--- config.mk ---
export PLATFORM = sky130hd
export DESIGN_NAME = next_pc_unit
export DESIGN_NICKNAME = d
export VERILOG_FILES = /design/src/rtl/nxpc_pkg.sv /design/src/rtl/nxpc_decode.sv /design/src/rtl/nxpc_target.sv /design/src/rtl/next_pc_unit.sv
export SDC_FILE = /design/constraint.sdc
export NUM_CORES = 1
export LEC_CHECK = 0
export BUFFER_PORTS_ARGS = -buffer_cell sky130_fd_sc_hd__buf_2
export CORE_MARGIN = 3
export CORE_UTILIZATION = 45
export DETAILED_ROUTE_END_ITERATION = 8
export GPL_TIMING_DRIVEN = 0
export PLACE_DENSITY = 0.78
export SKIP_CTS_REPAIR_TIMING = 1
export SLEW_MARGIN = 20
export SYNTH_ARGS = -nofsm -noshare
export SYNTH_HDL_FRONTEND = slang
export SYNTH_SLANG_ARGS = --single-unit
--- constraint.sdc ---
create_clock -name clk -period 4.6 [get_ports clk]
set_input_delay 0.46 -clock clk [delete_from_list [all_inputs] [get_ports clk]]
set_output_delay 0.46 -clock clk [all_outputs]
set_load 0.02 [all_outputs]
--- src/rtl/nxpc_pkg.sv ---
package nxpc_pkg;
    localparam int XLEN      = 32;
    localparam int OPC_W     = 6;
    localparam int FUNCT_W   = 6;
    localparam int IMM_W     = 16;
    localparam int JIDX_W    = 26;
    localparam int REGIDX_W  = 5;
    localparam int KEEP_W    = XLEN - JIDX_W - 2;
    localparam int STEP      = XLEN / 8;

    localparam logic [OPC_W-1:0]   OPC_SPECIAL = 6'd0;
    localparam logic [OPC_W-1:0]   OPC_JMP     = 6'd2;
    localparam logic [OPC_W-1:0]   OPC_JAL     = 6'd3;
    localparam logic [OPC_W-1:0]   OPC_BEQ     = 6'd4;
    localparam logic [OPC_W-1:0]   OPC_BNE     = 6'd5;
    localparam logic [FUNCT_W-1:0] FN_JR       = 6'd8;

    typedef enum logic [2:0] {
        FLOW_SEQ,
        FLOW_BEQ,
        FLOW_BNE,
        FLOW_JMP,
        FLOW_JAL,
        FLOW_JR
    } flow_e;
endpackage

--- src/rtl/nxpc_decode.sv ---
module nxpc_decode
    import nxpc_pkg::*;
(
    input  logic [OPC_W-1:0]   opcode,
    input  logic [FUNCT_W-1:0] funct,
    output flow_e              flow
);
    always_comb begin
        unique case (opcode)
            OPC_BEQ:     flow = FLOW_BEQ;
            OPC_BNE:     flow = FLOW_BNE;
            OPC_JMP:     flow = FLOW_JMP;
            OPC_JAL:     flow = FLOW_JAL;
            OPC_SPECIAL: flow = (funct == FN_JR) ? FLOW_JR : FLOW_SEQ;
            default:     flow = FLOW_SEQ;
        endcase
    end
endmodule

--- src/rtl/nxpc_target.sv ---
module nxpc_target
    import nxpc_pkg::*;
(
    input  logic [XLEN-1:0]   pc,
    input  logic [JIDX_W-1:0] jfield,
    input  logic [XLEN-1:0]   rs_value,
    output logic [XLEN-1:0]   seq_pc,
    output logic [XLEN-1:0]   br_pc,
    output logic [XLEN-1:0]   jmp_pc,
    output logic [XLEN-1:0]   jr_pc,
    output logic              jr_odd
);
    localparam int EXT_W = XLEN - IMM_W - 2;

    logic [XLEN-1:0] br_disp;

    always_comb begin
        seq_pc  = pc + XLEN'(STEP);
        br_disp = {{EXT_W{jfield[IMM_W-1]}}, jfield[IMM_W-1:0], 2'b00};
        br_pc   = seq_pc + br_disp;
        jmp_pc  = {pc[XLEN-1 -: KEEP_W], jfield, 2'b00};
        jr_pc   = {rs_value[XLEN-1:2], 2'b00};
        jr_odd  = |rs_value[1:0];
    end
endmodule

--- src/rtl/next_pc_unit.sv ---
module next_pc_unit
    import nxpc_pkg::*;
#(
    parameter logic [XLEN-1:0]     RESET_PC = '0,
    parameter logic [REGIDX_W-1:0] LINK_REG = 5'd31
) (
    input  logic                clk,
    input  logic                rst_n,
    input  logic [XLEN-1:0]     instr,
    input  logic                ops_equal,
    input  logic [XLEN-1:0]     rs_value,
    output logic [XLEN-1:0]     pc,
    output logic [XLEN-1:0]     next_pc,
    output logic                link_we,
    output logic [REGIDX_W-1:0] link_reg,
    output logic [XLEN-1:0]     link_value,
    output logic                misalign
);
    flow_e           flow;
    logic [XLEN-1:0] seq_pc, br_pc, jmp_pc, jr_pc;
    logic            jr_odd;

    nxpc_decode u_decode (
        .opcode (instr[XLEN-1 -: OPC_W]),
        .funct  (instr[FUNCT_W-1:0]),
        .flow   (flow)
    );

    nxpc_target u_target (
        .pc       (pc),
        .jfield   (instr[JIDX_W-1:0]),
        .rs_value (rs_value),
        .seq_pc   (seq_pc),
        .br_pc    (br_pc),
        .jmp_pc   (jmp_pc),
        .jr_pc    (jr_pc),
        .jr_odd   (jr_odd)
    );

    // PC register: moves to the selected successor every cycle
    always_ff @(posedge clk or negedge rst_n) begin
        if (!rst_n) pc <= RESET_PC;
        else        pc <= next_pc;
    end

    // Successor selection and side outputs per flow kind
    always_comb begin
        next_pc    = seq_pc;
        link_we    = 1'b0;
        misalign   = 1'b0;
        link_reg   = LINK_REG;
        link_value = seq_pc;
        unique case (flow)
            FLOW_SEQ: next_pc = seq_pc;
            FLOW_BEQ: next_pc = ops_equal ? br_pc : seq_pc;
            FLOW_BNE: next_pc = ops_equal ? seq_pc : br_pc;
            FLOW_JMP: next_pc = jmp_pc;
            FLOW_JAL: begin
                next_pc = jmp_pc;
                link_we = 1'b1;
            end
            FLOW_JR: begin
                next_pc  = jr_pc;
                misalign = jr_odd;
            end
            default: next_pc = seq_pc;
        endcase
    end
endmodule

==> results.md <==
Yosys:
- The number of warning messages in the yosys log is 0.
- The fraction of the mapped netlist area in simple logic gates is 21.17%.
- The netlist uses 66 different library cells.
- After synthesis, the largest family of logic cells by area is compound AO/OA/AOI/OAI gates.
- The most used flip-flop cell after synthesis is sky130_fd_sc_hd__dfrtp_1.
- The synthesized-area fraction occupied by adder cells is 11.59%.
- The netlist area before placement is 3842 um^2.
- After synthesis, flip-flops and latches occupy 20.84% of the total area.
- The share of synthesized flip-flops with an asynchronous set or reset is 100.0%.
- The cell type with the largest total area after synthesis is sky130_fd_sc_hd__dfrtp_1.
- The portion of synthesized cell area occupied by the leading cell type is 20.84%.
- Summing the areas of all xor and xnor instances in the mapped netlist gives 12.08% of the synthesized area.
- The share of synthesized area spent on multiplexers is 0.5536%.
- Summing the areas of all compound-gate instances in the mapped netlist gives 28.23% of the synthesized area.
- Counting flops with a built-in enable in the synthesized netlist gives 0.
- The post-synthesis average cell area is 8.022 um^2.
- The post-synthesis register bit count is 32.
- The synthesized netlist cell count is 479.
- Yosys attributes the largest share of cell area to sky130_fd_sc_hd__dfrtp_1, sky130_fd_sc_hd__ha_1, sky130_fd_sc_hd__xnor2_1, sky130_fd_sc_hd__a222oi_1, sky130_fd_sc_hd__o21ai_0.

Clock tree:
- The tree is rooted in a sky130_fd_sc_hd__clkbuf_8.
- The CTS tree is yes.
- The clock reaches the later pin of the worst-skew pair after 0.29 ns.
- After clock tree synthesis, the clock-pin slew on the worst setup and hold paths is 0.07 ns.
- Counting the buffers created by CTS gives 5.
- The maximum clock insertion buffer count is 2.
- The depth of the CTS H-tree is 2.
- The TritonCTS sink count is 32.

Detailed routing:
- The number of nets still failing antenna checks after routing is 0.
- The count of vias placed by the detailed router is 4,790.
- The detailed router put a total of 6.212 mm of wire on met1.
- In the detailed route, the total length drawn on met3 is 1.583 mm.
- The first detailed-routing pass ran for 6 iterations.
- The top metal layer carrying routed signals is met5.
- In this run, the number of DRC markers left after iteration 0 of detailed routing was 419.
- In the detailed route, the total length drawn on met2 is 7.172 mm.
- The remaining routing DRC violations is 0.
- Using the TritonRoute via totals, the vias-per-cell ratio works out to 6.213.
- The final layout contains routed wiring with a total length of 15.34 mm.
- The routed wirelength normalized by instance count is 19.89 um.

Cells and area:
- The register with the most flip-flops in the layout has 32 of them.
- After the last flow step, the layout net total stands at 770.
- The top cell types in the final layout, fill and taps aside, are sky130_fd_sc_hd__buf_2, sky130_fd_sc_hd__nand2_1, sky130_fd_sc_hd__o21ai_0, sky130_fd_sc_hd__xnor2_1, sky130_fd_sc_hd__ha_1.
- 0 antenna diodes ended up in the layout.
- In the final layout, the registers with the most flip-flops are pc: 32 flops.
- The library cell used most frequently in the layout, excluding fill and tap cells, is sky130_fd_sc_hd__buf_2.
- Counting the fill cells in the layout gives 735.
- Ranked by flip-flop count, first place goes to pc.
- The core utilization of the finished layout is 63.15%.
- The area growth from synthesis to layout is 35.72%.
- Cells with a size suffix above 1 make up 37.09% of the layout.

Setup path:
- The worst register-to-register path has a depth of 14.
- The signal on the critical path passes through ha_2 > and4_4 > nand4_4 > buf_12 > nor3_4 > xor2_2 > ha_1 > a21o_1 > a21o_1 > a21oi_2 > o21ai_0 > a21oi_2 > mux2i_1 > or4_1 > buf_2.
- The worst-case register-to-register setup slack is 0.92 ns.
- The delay contributed by the slowest stage of the critical path is 0.52 ns.
- The launching element type of the critical path is a register.
- Broken down by cell family, the worst path's largest delay share belongs to simple AND/OR/NAND/NOR gates.
- The standard cell with the maximum stage delay on the critical path is sky130_fd_sc_hd__or4_1.
- Of all nets on the critical path, the largest fanout is 8.
- In this run the critical register-to-register path is captured at pc[29].
- The start point of the critical path is pc[2].
- By startpoint and endpoint, the worst setup path is classified as reg -> out.
- The critical path contains buffers and inverters numbering 2 combined.
- The worst register-to-register path begins at pc[2].
- STA puts the critical path data required time at 4.14 ns.
- The endpoint kind of the worst setup timing path is a primary output.
- The endpoint arrival time on the critical path is 4.01 ns.

STA:
- At the pin with the least slew margin, the transition time is 0.8079 ns.
- The routed design could run at a clock period as short as 4.470 ns.
- The final number of max-transition violations is 0.
- Of the available clock period, the critical path in the final layout requires 97.18%.
- The maximum clock rate is 0.2237 GHz.
- The tightest hold path in the finished design has a slack of 0.2676 ns.
- Adding up every negative setup slack in the final design gives 0 ns.
- Across the routed clock network, the largest skew measured is 0.007474 ns.
- The worst path meets setup with 0.1298 ns of slack.
- The hold violation count in the final report is 0.
- The headroom to the max-slew limit is 46.14%.
- The number of setup violations in the final report is 0.

Pwr:
- The share of total power dissipated in combinational logic is 76.9%.
- The net switching component of the power is 0.001905 W.
- The power share of the sequential group is 17.1%.
- The analysis attributes to cell leakage a power of 2.568 nW.
- Of the total power, the share spent switching nets is 56.06%.
- The completed layout was analyzed and its total power is 0.003399 W.
- The power per cell area is 651.7 nW/um^2.
- The power share of the clock group is 6.0%.
- Across the VDD grid, the largest voltage drop is 0.0002538 V.
- The total internal power is 0.001493 W.

GRT:
- The first global-routing pass estimated 23.18 mm of wire.
- The number of global-route vias before repair is 4,425.
- Across every metal layer, demand over resource in global routing totals 29.52%.
- The pin count of the biggest net entering global routing is 33.
- The initial antenna violation count is 1.
- Summed over all layers, the global routing overflow is 0.

Place:
- In this run the tool buffered the top-level ports with 164 buffer cells.
- The half-perimeter wire length after detailed placement is 11.77 mm.
- The weighted congestion reported at the end of routability-driven placement is 0.9650.
- The worst slack after detailed placement is -0.1616 ns.

Outcome:
- The run finished with clean final reports.

Floorplanning:
- In this run the vertical extent of the chip is 98.41 um.
- The placement row count is 33.
- The floorplan die area is 9684 um^2.
- The placeable core region is 8258 um^2.
- The total I/O pin count is 170.
- The initial cell density of the core is 46.53%.
- The x dimension of the die is 98.41 um.

Flow run:
- The max-capacitance violation count is 0.

Hold path:
- The min-delay analysis places its worst path in the category in -> async.
layer usage:
metal	track usage (%)	vias up
met5	0	-
met4	7.878	2
met3	4.643	38
met2	48.21	298
met1	40.63	2263
li1	-	2189
cell usage after synthesis (all sizes together) (16+ instances only):
| library cell | number |
|---|---|
| nor2 | 32 |
| xor2 | 17 |
| dfrtp | 32 |
| a222oi | 21 |
| nand2 | 40 |
| xnor2 | 36 |
| ha | 34 |
| a21oi | 31 |
| o21ai | 37 |
| nand4 | 17 |
| inv | 16 |
| nand3 | 22 |
kinds of logic (layout without fill, tap and decap cells):
logic type                 after synthesis  in the layout
xor gates and xnor gates                53             53
muxes                                    2              2
adders and majority gates               35             35
AOI/OAI and AO/OA                      156            156
DFF                                     32             32
other                                    1              5
and+or+nand+nor                        156            156
buffers and inverters                   44            227
through the flow:
step	cell area, um^2	instances
after floorplan	3857	483
after global placement	4810	752
after detailed placement	4810	752
after CTS	4878	757
after global routing	5215	771
final	5215	771
cell type report:
type	count	area (um^2)	area share (%)
Sequential cell	32	807.0	15.48
Timing Repair Buffer	180	953.4	18.28
Inverter	16	60.06	1.152
Clock buffer	5	68.82	1.320
Multi-Input combinational cell	407	3053	58.54
Buffer	26	141.4	2.711
Tap cell	105	131.4	2.519
power groups by stage:
| stage | registers (W) | logic [W] | clock network (W) |
|---|---|---|---|
| detailed placement | 0.000559 | 0.00245 | 0 |
| global placement | 0.000552 | 0.00242 | 0 |
| floorplan | 0.000659 | 0.00162 | 0 |
| finish | 0.000583 | 0.00261 | 0.000203 |
| global route | 0.000596 | 0.00283 | 0.000212 |
| CTS | 0.000554 | 0.00246 | 0.000207 |
worst max path at each step:
stage | end | slack, ns | depth (start not counted)
6_report | next_pc[29] | 0.13 | 15
5_1_grt | next_pc[31] | -0.08 | 16
4_1_cts | next_pc[28] | -0.48 | 14
3_5_place_dp | next_pc[28] | -0.16 | 14
3_3_place_gp | next_pc[28] | -0.07 | 14
2_1_floorplan | next_pc[28] | 0.22 | 13
(Power assumes the default switching activity.)
